**src/rtl/tx_ser_pkg.sv**
```systemverilog
package tx_ser_pkg;

    // Width of the group handled by the 4:2 / 2:1 pair; fixed by its structure.
    parameter int GRP_W = 4;

    // Strobes and phase produced by the slot timer for one bit slot.
    typedef struct packed {
        logic [1:0] phase;   // position within the current 4-bit group
        logic       take;    // last slot of a word period
        logic       mid_ld;  // last slot of an 8-bit chunk period
        logic       grp_ld;  // last slot of a 4-bit group period
    } slot_strb_t;

    // Bit of a group that a lane should hold: I phase (phase[1]) picks
    // the low or high pair, lane picks the even or odd member.
    function automatic logic lane_pick(input logic [GRP_W-1:0] grp,
                                       input logic             iq,
                                       input logic             lane);
        return grp[{iq, lane}];
    endfunction

endpackage

```
**src/rtl/tx_slot_timer.sv**
```systemverilog
module tx_slot_timer
    import tx_ser_pkg::*;
#(
    parameter int WORD_W = 40,
    parameter int MID_W  = 8
) (
    input  logic       clk,
    input  logic       rst,
    output slot_strb_t strb
);
    localparam int CW = $clog2(WORD_W);
    localparam int MB = $clog2(MID_W);

    logic [CW-1:0] cnt;

    always_ff @(posedge clk) begin
        if (rst)                          cnt <= '0;
        else if (cnt == CW'(WORD_W - 1))  cnt <= '0;
        else                              cnt <= cnt + 1'b1;
    end

    always_comb begin
        strb.phase  = cnt[1:0];
        strb.take   = (cnt == CW'(WORD_W - 1));
        strb.mid_ld = &cnt[MB-1:0];
        strb.grp_ld = &cnt[1:0];
    end

endmodule

```
**src/rtl/tx_ratio_stage.sv**
```systemverilog
module tx_ratio_stage #(
    parameter int IN_W  = 40,
    parameter int OUT_W = 8
) (
    input  logic             clk,
    input  logic             rst,
    input  logic             ld,
    input  logic [IN_W-1:0]  in_word,
    output logic [OUT_W-1:0] out_word
);
    localparam int N  = IN_W / OUT_W;
    localparam int IW = (N > 1) ? $clog2(N) : 1;

    logic [IW-1:0] idx;

    always_ff @(posedge clk) begin
        if (rst) begin
            idx      <= '0;
            out_word <= '0;
        end else if (ld) begin
            out_word <= in_word[idx*OUT_W +: OUT_W];
            if (idx == IW'(N - 1)) idx <= '0;
            else                   idx <= idx + 1'b1;
        end
    end

endmodule

```
**src/rtl/tx_lane_pair.sv**
```systemverilog
module tx_lane_pair
    import tx_ser_pkg::*;
(
    input  logic             clk,
    input  logic             rst,
    input  logic [1:0]       phase,
    input  logic [GRP_W-1:0] grp,
    output logic             lane0,
    output logic             lane1
);
    // Lane 0 loads in even phases, lane 1 in odd phases: each is written
    // one slot before the 2:1 stage reads it.
    always_ff @(posedge clk) begin
        if (rst) begin
            lane0 <= 1'b0;
            lane1 <= 1'b0;
        end else if (phase[0] == 1'b0) begin
            lane0 <= lane_pick(grp, phase[1], 1'b0);
        end else begin
            lane1 <= lane_pick(grp, phase[1], 1'b1);
        end
    end

endmodule

```
**src/rtl/tx_half_mux.sv**
```systemverilog
module tx_half_mux (
    input  logic       clk,
    input  logic       rst,
    input  logic [1:0] phase,
    input  logic       lane0,
    input  logic       lane1,
    output logic       dout
);
    always_ff @(posedge clk) begin
        if (rst)           dout <= 1'b0;
        else if (phase[0]) dout <= lane0;
        else               dout <= lane1;
    end

endmodule

```
**src/rtl/tx_quad_serializer.sv**
```systemverilog
module tx_quad_serializer
    import tx_ser_pkg::*;
#(
    parameter int WORD_W = 40,
    parameter int MID_W  = 8
) (
    input  logic              clk,
    input  logic              rst,
    input  logic [WORD_W-1:0] word_in,
    output logic              word_take,
    output logic              serial_out
);
    slot_strb_t        strb;
    logic [1:0]        phase;
    logic              mid_ld;
    logic              grp_ld;
    logic [WORD_W-1:0] word_q;
    logic [MID_W-1:0]  mid_q;
    logic [GRP_W-1:0]  grp_q;
    logic              lane0;
    logic              lane1;

    tx_slot_timer #(.WORD_W(WORD_W), .MID_W(MID_W)) u_timer (
        .clk  (clk),
        .rst  (rst),
        .strb (strb)
    );

    assign phase     = strb.phase;
    assign mid_ld    = strb.mid_ld;
    assign grp_ld    = strb.grp_ld;
    assign word_take = strb.take;

    always_ff @(posedge clk) begin
        if (rst)            word_q <= '0;
        else if (strb.take) word_q <= word_in;
    end

    tx_ratio_stage #(.IN_W(WORD_W), .OUT_W(MID_W)) u_word_to_mid (
        .clk      (clk),
        .rst      (rst),
        .ld       (mid_ld),
        .in_word  (word_q),
        .out_word (mid_q)
    );

    tx_ratio_stage #(.IN_W(MID_W), .OUT_W(GRP_W)) u_mid_to_grp (
        .clk      (clk),
        .rst      (rst),
        .ld       (grp_ld),
        .in_word  (mid_q),
        .out_word (grp_q)
    );

    tx_lane_pair u_lanes (
        .clk   (clk),
        .rst   (rst),
        .phase (phase),
        .grp   (grp_q),
        .lane0 (lane0),
        .lane1 (lane1)
    );

    tx_half_mux u_out (
        .clk   (clk),
        .rst   (rst),
        .phase (phase),
        .lane0 (lane0),
        .lane1 (lane1),
        .dout  (serial_out)
    );

endmodule

```
**config.mk**
```make
export PLATFORM = sky130hd
export DESIGN_NAME = tx_quad_serializer
export DESIGN_NICKNAME = d
export VERILOG_FILES = /design/src/rtl/tx_ser_pkg.sv /design/src/rtl/tx_slot_timer.sv /design/src/rtl/tx_ratio_stage.sv /design/src/rtl/tx_lane_pair.sv /design/src/rtl/tx_half_mux.sv /design/src/rtl/tx_quad_serializer.sv
export SDC_FILE = /design/constraint.sdc
export NUM_CORES = 1
export LEC_CHECK = 0
export BUFFER_PORTS_ARGS = -buffer_cell sky130_fd_sc_hd__buf_2
export CAP_MARGIN = 20
export CORE_ASPECT_RATIO = 1.4
export CORE_UTILIZATION = 43
export DETAILED_ROUTE_END_ITERATION = 8
export MAX_ROUTING_LAYER = met4
export SYNTH_ARGS = -nofsm -noshare
export SYNTH_HDL_FRONTEND = slang
export SYNTH_SLANG_ARGS = --single-unit
```
**constraint.sdc**
```tcl
create_clock -name clk -period 2 [get_ports clk]
set_input_delay 0.1 -clock clk [delete_from_list [all_inputs] [get_ports clk]]
set_output_delay 0.1 -clock clk [all_outputs]
set_load 0.01 [all_outputs]
```
==> reports/metrics.csv, run 1 <==
metric,value,unit
reg2reg setup slack,330,ps
final hold vios,0,
Skew-Pair Late Insertion Delay,340,ps
io pins,44,
full die area,6890,µm²
Crit. End Element,output port,
Crit. Startpoint,u_timer.cnt[0],
Core ar.,6250,µm²
initial antenna violation count,0,
hpwl dp,3880,µm
CP startpoint kind,flop,
Power per Cell Area,760,nW/µm²
ys async rst share,0,%
post-synthesis cell count,332,
# rows,34,
max incr delay on CP,470,ps
Tmin final,1820,ps
Synth area leader,dfxtp_1,
CP max-delay cell,dfxtp_1,
RSZ-0062 raised after global routing,false,
post-synth top area share,46.2,%
TritonCTS Buffers,9,
vias in the first global route,2368,
top post-synthesis cells by area,"dfxtp_1, nand2_1, a21oi_1, mux2i_1, a311oi_2",
final non-filler cell total,480,
r2r startpoint,u_timer.cnt[0],
setup TNS,0,ps
DRT Pass-1 Iters,4,
largest net degree at the start of global routing,47,
dpl cell area,3030,µm²
final instance area,3630,µm²
GP Congestion,0.799,
reg2reg end,u_word_to_mid.out_word[7],
"Seq/Total Area, Yosys",46.2,%
CTS Buffer Depth,2,
Max Clock Skew,7.76,ps
All-Layer GR Usage,19.9,%
Syn-to-layout area delta,28.6,%
Die Wd,70.4,µm
Root Buffer,clkbuf_8,
routed vias,2424,
Synth cell types,28,
synthesized area,2820,µm²
clock-pin slew on the worst setup and hold paths,70,ps
final WL,6280,µm
final layout net count,449,
Post-synth EDFFs,0,
DRC Markers,0,
VDD IR-drop max,0.000501,V
syn nets,378,
Hold Crit Class,in2reg,
drt via density,5.05,
crit path DAT,1720,ps
crit-path cells,"ha_1, nand4_2, inv_6, buf_2",
R2R cell count,5,
Syn. warnings,0,
number of DRC markers in iteration 0,94,
per-cell routed wire length,13.1,µm
die height,97.8,µm
leakage,1.28,nW
Slew @ Worst Pin,675,ps
CTS Sinks,65,
FMAX,549,MHz
max-capacitance violation count,0,
critical path class,reg2out,
number of cells after detailed placement,428,
Final Max Tran Viols,0,
setup repair bufs after CTS,0,
Commonest cells post-synth,"nand2_1, dfxtp_1, a21oi_1, nor2_1, mux2i_1",
Worst Setup EP,word_take,
top-count cell post-synth,nand2_1,
Final ANT Viol Nets,0,
Most used DFF post-synth,dfxtp_1,
first-pass GRT wire length,10500,µm
Critical Path RT,1900,ps
period utilisation layout,91.1,%
Critical Path Fanout Max,46,
Starting Density,45.1,%
final setup vio count,0,
grt total ovfl,0,
Port Buffer Count,43,
share of layout cells above drive strength 1,20.3,%
Worst Hold Slack,14.7,ps
status,finished clean,
CTS tree,done,
Mean Syn Cell Area,8.49,µm²
number of synthesized register bits,65,
slew margin rel.,54.9,%
H-tree depth,3,
diodes inserted,0,
==> state kept, by name (all words and copies together) (netlist names) <==
register                count
word_q                     40
u_word_to_mid.out_word      8
u_timer.cnt                 6
u_mid_to_grp.out_word       4
u_word_to_mid.idx           3
u_lanes.lane0               1
u_lanes.lane1               1
u_mid_to_grp.idx            1
u_out.dout                  1
==> layout make-up <==
type                       instances  area (µm²)
tap                               72        90.1
sequential                        65        1300
multi-input combinational        239        1340
clock inverter                     5        77.6
clock buffer                      11         151
timing repair buffer              85         646
inverter                           3        16.3
fill                             568        2630
==> cells by family after synthesis <==
family | count (synthesis) | synth area share (%)
and+or+nand+nor | 141 | 20.8
AOI/OAI and AO/OA | 66 | 15.0
DFF | 65 | 46.2
buffers and inverters | 28 | 6.17
muxes | 24 | 8.88
xor gates and xnor gates | 4 | 1.24
adders and majority gates | 4 | 1.78
==> cells in the final DEF, fill, tap and decap left out <==
| cell type | synthesis | final |
|---|---|---|
| nand2_1 | 99 | 99 |
| dfxtp_1 | 65 | 65 |
| a21oi_1 | 44 | 44 |
| buf_2 | 10 | 43 |
| dlygate4sd3_1 | 0 | 36 |
| nor2_1 | 24 | 24 |
| mux2i_1 | 16 | 16 |
| clkbuf_8 | 0 | 11 |
| nand3b_1 | 8 | 8 |
| o21ai_1 | 8 | 8 |
| a311oi_2 | 8 | 8 |
| mux2_2 | 7 | 7 |
| a211oi_1 | 5 | 5 |
| ha_1 | 4 | 4 |
| buf_4 | 0 | 4 |
| nand3_1 | 3 | 3 |
| nor3_1 | 3 | 3 |
| xor2_1 | 2 | 2 |
| nor3b_1 | 2 | 2 |
| xnor2_1 | 2 | 2 |
| bufinv_16 | 0 | 2 |
| clkinv_2 | 0 | 2 |
| buf_12 | 1 | 2 |
| inv_2 | 1 | 1 |
| inv_1 | 1 | 1 |
| nand4_2 | 1 | 1 |
| inv_6 | 0 | 1 |
| nand2b_1 | 1 | 1 |
| mux2_1 | 1 | 1 |
| o21ai_0 | 1 | 1 |
| clkinvlp_4 | 0 | 1 |
==> worst min path at each step <==
stage,start,endpoint,cells past startpoint
CTS,word_in[39],word_q[39],3
global placement,word_in[8],word_q[8],3
detailed placement,word_in[12],word_q[12],3
floorplan,word_in[22],word_q[22],2
global route,word_in[39],word_q[39],3
finish,word_in[39],word_q[39],3
==> timing repair <==
item | 4_1_cts | 5_1_grt
hold buffers | 36 | 0
resized for setup | 0 | 1
setup endpoints to repair | 0 | 1
hold endpoints to repair | 36 | 0
==> where the power goes <==
group	total, mW	switching [mW]	internal (mW)
Sequential	1.32	0.0158	1.31
Clock	1.27	0.502	0.765
Combinational	0.163	0.0611	0.102
Total	2.76	0.579	2.18
==> through the flow <==
stage	setup slack [ps]	total power, mW	utilization (%)
after floorplan	553	1.41	-
after global placement	421	1.46	48.5
after detailed placement	383	1.46	48.5
after CTS	73.4	2.78	57.9
after global routing	29.9	2.85	58.0
final	179	2.76	58.0
==> metal layers <==
layer	GRT usage (%)	vias to the layer above	wire length, µm
li1	-	1259	-
met1	22.0	1111	2850
met2	33.1	40	3130
met3	2.79	14	113
met4	12.6	0	187
met5	-	-	0
==> worst max-delay path, delay by kind of cell, from the launching register on <==
kind	cells	cell delay, ps
buffers and inverters	2	490
AND/OR/NAND/NOR	1	150
flip-flops	1	470
adder cells (fa/ha/maj)	1	260
Note: power is estimated with default switching activity, not from simulation.
==> run 2: changes to the inputs <==
--- a/config.mk
+++ b/config.mk
@@ -9,6 +9,7 @@
 export CAP_MARGIN = 20
 export CORE_ASPECT_RATIO = 1.4
 export CORE_UTILIZATION = 43
+export CTS_BUF_LIST = sky130_fd_sc_hd__clkbuf_2
 export DETAILED_ROUTE_END_ITERATION = 8
 export MAX_ROUTING_LAYER = met4
 export SYNTH_ARGS = -nofsm -noshare
==> run 2 against run 1 <==
- cell area fell by 0.90%
- worst hold slack improved by 1.9 ps
- die area did not move
- sequential power barely moved
- via count rose by 1.4%
- critical path type unchanged
- largest power group unchanged
- highest routed layer unchanged
==> reports/metrics.csv, run 2 (synthesized netlist as in run 1, its figures left out) <==
metric,value,unit,change
H-tree depth,3,,unchanged
All-Layer GR Usage,20.4,%,+0.46 points
first-pass GRT wire length,10800,µm,+2.7%
CTS tree,done,,
CP startpoint kind,flop,,
FMAX,542,MHz,-1.2%
clock-pin slew on the worst setup and hold paths,180,ps,+110 ps
initial antenna violation count,0,,unchanged
number of cells after detailed placement,428,,unchanged
final layout net count,455,,+1.3%
uppermost routed layer,met4,,
Starting Density,45.1,%,unchanged
most flop-heavy register,word_q,,
CP Buf/Inv Count,2,,unchanged
GP Congestion,0.799,,unchanged
final instance area,3590,µm²,-0.90%
Pwr Total,2.37,mW,-14%
Port Buffer Count,43,,unchanged
routed vias,2458,,+1.4%
Hold Crit Class,in2reg,,
share of layout cells above drive strength 1,20.5,%,+0.19 points
Worst Hold Slack,16.6,ps,+1.90 ps
critical path class,reg2out,,
io pins,44,,unchanged
hpwl dp,3880,µm,unchanged
Skew-Pair Late Insertion Delay,500,ps,+160 ps
setup repair bufs after CTS,0,,unchanged
Power per Cell Area,660,nW/µm²,-13%
WL met3,160,µm,+42%
Critical Path RT,1900,ps,about the same
per-cell routed wire length,13.7,µm,+4.6%
CP max-delay cell,dfxtp_2,,
RSZ-0062 raised after global routing,false,,
status,finished clean,,
Top Registers,"word_q: 40 flops, u_word_to_mid.out_word: 8 flops, u_timer.cnt: 6 flops",,
Die Wd,70.4,µm,unchanged
dpl cell area,3030,µm²,unchanged
met1 wire length,2880,µm,+1.2%
DRT Pass-1 Iters,4,,unchanged
setup TNS,0,ps,unchanged
max reg flops,40,,unchanged
crit-path cells,"ha_1, nand4_4, inv_8, buf_2",,
"leading cell type in the layout, fill and taps excluded",nand2_1,,
Critical Path Fanout Max,12,,-74%
Crit. End Element,output port,,
die height,97.8,µm,unchanged
max incr delay on CP,440,ps,-30 ps
Final ANT Viol Nets,0,,unchanged
final hold vios,0,,unchanged
largest net degree at the start of global routing,47,,unchanged
Slew @ Worst Pin,643,ps,-31.9 ps
final setup vio count,0,,unchanged
diodes inserted,0,,unchanged
drt via density,5.06,,+0.15%
final non-filler cell total,486,,+1.3%
number of DRC markers in iteration 0,84,,-11%
most frequent cells in the layout,"nand2_1, dfxtp_1, a21oi_1",,
Syn-to-layout area delta,27.5,%,
period utilisation layout,92.2,%,+1.1 points
crit path DAT,1740,ps,+20 ps
max-capacitance violation count,0,,unchanged
kind of cell adding the most delay to the critical path,flip-flops,,
Tmin final,1840,ps,+22.2 ps
Max Clock Skew,22.5,ps,+14.8 ps
Core ar.,6250,µm²,unchanged
Final Max Tran Viols,0,,unchanged
# rows,34,,unchanged
grt total ovfl,0,,unchanged
Root Buffer,clkbuf_2,,
CTS Sinks,65,,unchanged
leakage,1.29,nW,+0.72%
full die area,6890,µm²,unchanged
final WL,6640,µm,+5.9%
routed wire length on met2,3400,µm,+8.8%
vias in the first global route,2428,,+2.5%
TritonCTS Buffers,9,,unchanged
CTS Buffer Depth,2,,unchanged
DRC Markers,0,,unchanged
slew margin rel.,57.1,%,+2.1 points
VDD IR-drop max,0.000627,V,+25%
## run 2: cell count changes in the layout (fill, tap and decap cells not counted), sizes merged
cell | before | now
clkbuf | 11 | 9
clkinv | 2 | 4
dlygate4sd3 | 36 | 40
inv | 3 | 5
## run 2: worst paths after layout
path	to	depth (start not counted)	slack, ps	start
hold reg to reg	word_q[6]	2	470	word_q[6]
setup reg to reg	u_word_to_mid.out_word[7]	5	370	u_timer.cnt[0]
setup / recovery	word_take	4	160	u_timer.cnt[0]
hold / removal	u_mid_to_grp.idx	2	20	rst
## run 2: layout make-up
type                    count  area, µm²
clock buffers               9       45.0
well taps                  72       90.1
multi-input cells         239       1350
repair inverters            2       12.5
inverters                   3       18.8
fillers                   576       2660
repair buffers             89        686
clock inverters             7       85.1
flip-flops and latches     65       1300
## run 2: what timing repair did
action | in CTS | in global routing
endpoints found under the hold margin | 40 | 0
gates resized for setup | 3 | 2
setup endpoints to repair | 1 | 1
hold buffers | 40 | 0
pin swaps | 0 | 0
cloned | 1 | 1
## run 2: metrics by stage
stage                     worst slack [ps]  util, %
after floorplan                        553        -
after global placement                 421     48.5
after detailed placement               383     48.5
after CTS                             36.6     57.2
after global routing                  33.9     57.5
final                                  157     57.5
## run 2: metal layers
layer | GRT usage, % | vias to the layer above
met3 | 2.48 | 15
li1 | - | 1276
met1 | 22.5 | 1121
met4 | 12.0 | 0
met5 | - | -
met2 | 34.6 | 46
## run 2: power by group
group	switching [mW]	internal [mW]
Clock	0.472	0.401
Sequential	0.0161	1.31
Combinational	0.0619	0.107
==> run 3: changes to the inputs <==
--- a/config.mk
+++ b/config.mk
@@ -5,12 +5,12 @@
 export SDC_FILE = /design/constraint.sdc
 export NUM_CORES = 1
 export LEC_CHECK = 0
-export BUFFER_PORTS_ARGS = -buffer_cell sky130_fd_sc_hd__buf_2
 export CAP_MARGIN = 20
 export CORE_ASPECT_RATIO = 1.4
 export CORE_UTILIZATION = 43
 export CTS_BUF_LIST = sky130_fd_sc_hd__clkbuf_2
 export DETAILED_ROUTE_END_ITERATION = 8
+export DONT_BUFFER_PORTS = 1
 export MAX_ROUTING_LAYER = met4
 export SYNTH_ARGS = -nofsm -noshare
 export SYNTH_HDL_FRONTEND = slang
==> constraint.sdc (replaced) <==
create_clock -name clk -period 2.35 [get_ports clk]
set_input_delay 0.1175 -clock clk [delete_from_list [all_inputs] [get_ports clk]]
set_output_delay 0.1175 -clock clk [all_outputs]
set_load 0.01 [all_outputs]
==> run 3 against run 2 <==
- critical path depth rose by 2
- via count decreased by 4.4%
- non-clock buffer count fell by 29
- clock skew grew 6.0 ps
- worst hold slack improved by 260 ps
- count of clock-buffer cells in the layout grew 1
- sequential share of layout area increased by 0.89 points
- combinational power decreased by 32%
- cell area is 2.6% lower
- die area unchanged
- highest routed layer unchanged
==> reports/metrics.csv, run 3 (synthesized netlist as in run 1, its figures left out) <==
metric,value,unit,change
status,finished clean,,
drt via density,5.16,,+2.1%
leakage,1.19,nW,-7.5%
final setup vio count,0,,unchanged
Critical Path Fanout Max,21,,+9
number of DRC markers in iteration 0,81,,-3.6%
max-capacitance violation count,0,,unchanged
vias in the first global route,2324,,-4.3%
CTS Sinks,65,,unchanged
setup TNS,0,ps,unchanged
Hold Crit Class,in2reg,,
share of layout cells above drive strength 1,10.2,%,-10 points
# rows,34,,unchanged
full die area,6890,µm²,unchanged
diodes inserted,0,,unchanged
H-tree depth,3,,unchanged
grt total ovfl,0,,unchanged
die height,97.8,µm,unchanged
"leading cell type in the layout, fill and taps excluded",nand2_1,,
final hold vios,0,,unchanged
final layout net count,424,,-6.8%
slew margin rel.,54.4,%,-2.6 points
CTS Buffer Depth,2,,unchanged
Root Buffer,clkbuf_2,,
largest net degree at the start of global routing,66,,+40%
Final Max Tran Viols,0,,unchanged
io pins,44,,unchanged
critical path class,reg2reg,,
DRT Pass-1 Iters,5,,+1
setup repair bufs after CTS,0,,unchanged
final WL,6260,µm,-5.8%
most frequent cells in the layout,"nand2_1, dfxtp_1, dlygate4sd3_1",,
hpwl dp,3690,µm,-4.9%
Starting Density,45.1,%,unchanged
first-pass GRT wire length,10600,µm,-1.0%
final instance area,3500,µm²,-2.6%
DRC Markers,0,,unchanged
Syn-to-layout area delta,24.2,%,
Top Registers,"word_q: 40 flops, u_word_to_mid.out_word: 8 flops, u_timer.cnt: 6 flops",,
crit path DAT,2650,ps,+910 ps
Port Buffer Count,0,,-100%
CP startpoint kind,flop,,
clock-pin slew on the worst setup and hold paths,200,ps,+20 ps
VDD IR-drop max,0.000459,V,-27%
final core occ,56.0,%,-1.5 points
Crit. End Element,flop,,
Tmin final,2180,ps,
Die Wd,70.4,µm,unchanged
Critical Path RT,2820,ps,+920 ps
RSZ-0062 raised after global routing,false,,
Slew @ Worst Pin,682,ps,+39.3 ps
Final ANT Viol Nets,0,,unchanged
CTS tree,done,,
GP Congestion,0.746,,-6.7%
dpl cell area,2780,µm²,-8.4%
Core ar.,6250,µm²,unchanged
Power per Cell Area,579,nW/µm²,-12%
FMAX,458,MHz,
TritonCTS Buffers,9,,unchanged
max reg flops,40,,unchanged
most flop-heavy register,word_q,,
Skew-Pair Late Insertion Delay,510,ps,about the same
initial antenna violation count,0,,unchanged
period utilisation layout,92.9,%,
per-cell routed wire length,13.8,µm,+0.61%
routed vias,2350,,-4.4%
Max Clock Skew,28.5,ps,+5.96 ps
All-Layer GR Usage,20.5,%,+0.089 points
==> run 3: final timing paths <==
path                       start                   endpoint  slack (ps)  depth (start not counted)
hold / removal       word_in[39]                 word_q[39]         280                          3
hold reg to reg       word_q[19]                 word_q[19]         470                          2
setup reg to reg  u_timer.cnt[0]  u_word_to_mid.out_word[0]         170                          6
setup / recovery  u_timer.cnt[0]  u_word_to_mid.out_word[0]         170                          6
==> run 3: through the flow <==
| stage | hold slack, ps | std cells | worst slack [ps] | total power, mW |
|---|---|---|---|---|
| 2_1_floorplan | 253 | 332 | 903 | 1.20 |
| 3_3_place_gp | 195 | 383 | 789 | 1.19 |
| 5_1_grt | 233 | 455 | 24.4 | 2.11 |
| 4_1_cts | 235 | 455 | 169 | 2.05 |
| 3_5_place_dp | 197 | 383 | 738 | 1.19 |
| 6_report | 278 | 455 | 168 | 2.03 |
==> run 3: final cells by class <==
class / count / area [µm²]
Clock buffer: 10 / 50.0
Clock inverter: 6 / 91.3
Fill cell: 570 / 2750
Inverter: 3 / 16.3
Multi-Input combinational cell: 239 / 1340
Sequential cell: 65 / 1300
Tap cell: 72 / 90.1
Timing Repair Buffer: 60 / 608
==> run 3: repair_timing <==
action,in CTS,in global routing
resized for setup,0,1
endpoints found under the hold margin,65,0
endpoints found under the setup margin,0,5
hold buffers,56,0
==> run 3: worst max-delay path, stage by stage, from the launching register on <==
cell,delay (ps)
dfxtp_1,510
ha_1,290
ha_1,180
buf_4,260
nor2_1,100
a311oi_2,230
dlygate4sd3_1,570
==> run 3: metal layers <==
metal / vias up / track usage (%) / wire length (µm) / part of all wire (%)
met5: - / - / 0 / 0
met4: 0 / 12.6 / 167 / 2.7
met3: 13 / 4.23 / 180 / 2.9
met2: 49 / 33.9 / 3270 / 52
met1: 1082 / 22.0 / 2640 / 42
li1: 1206 / - / - / -
==> run 3: power by group <==
group / total (mW) / internal, mW / leakage (nW) / switching (mW)
logic: 0.115 / 0.0705 / 0.582 / 0.0442
clock network: 0.782 / 0.362 / 0.0865 / 0.419
registers: 1.13 / 1.12 / 0.525 / 0.0132
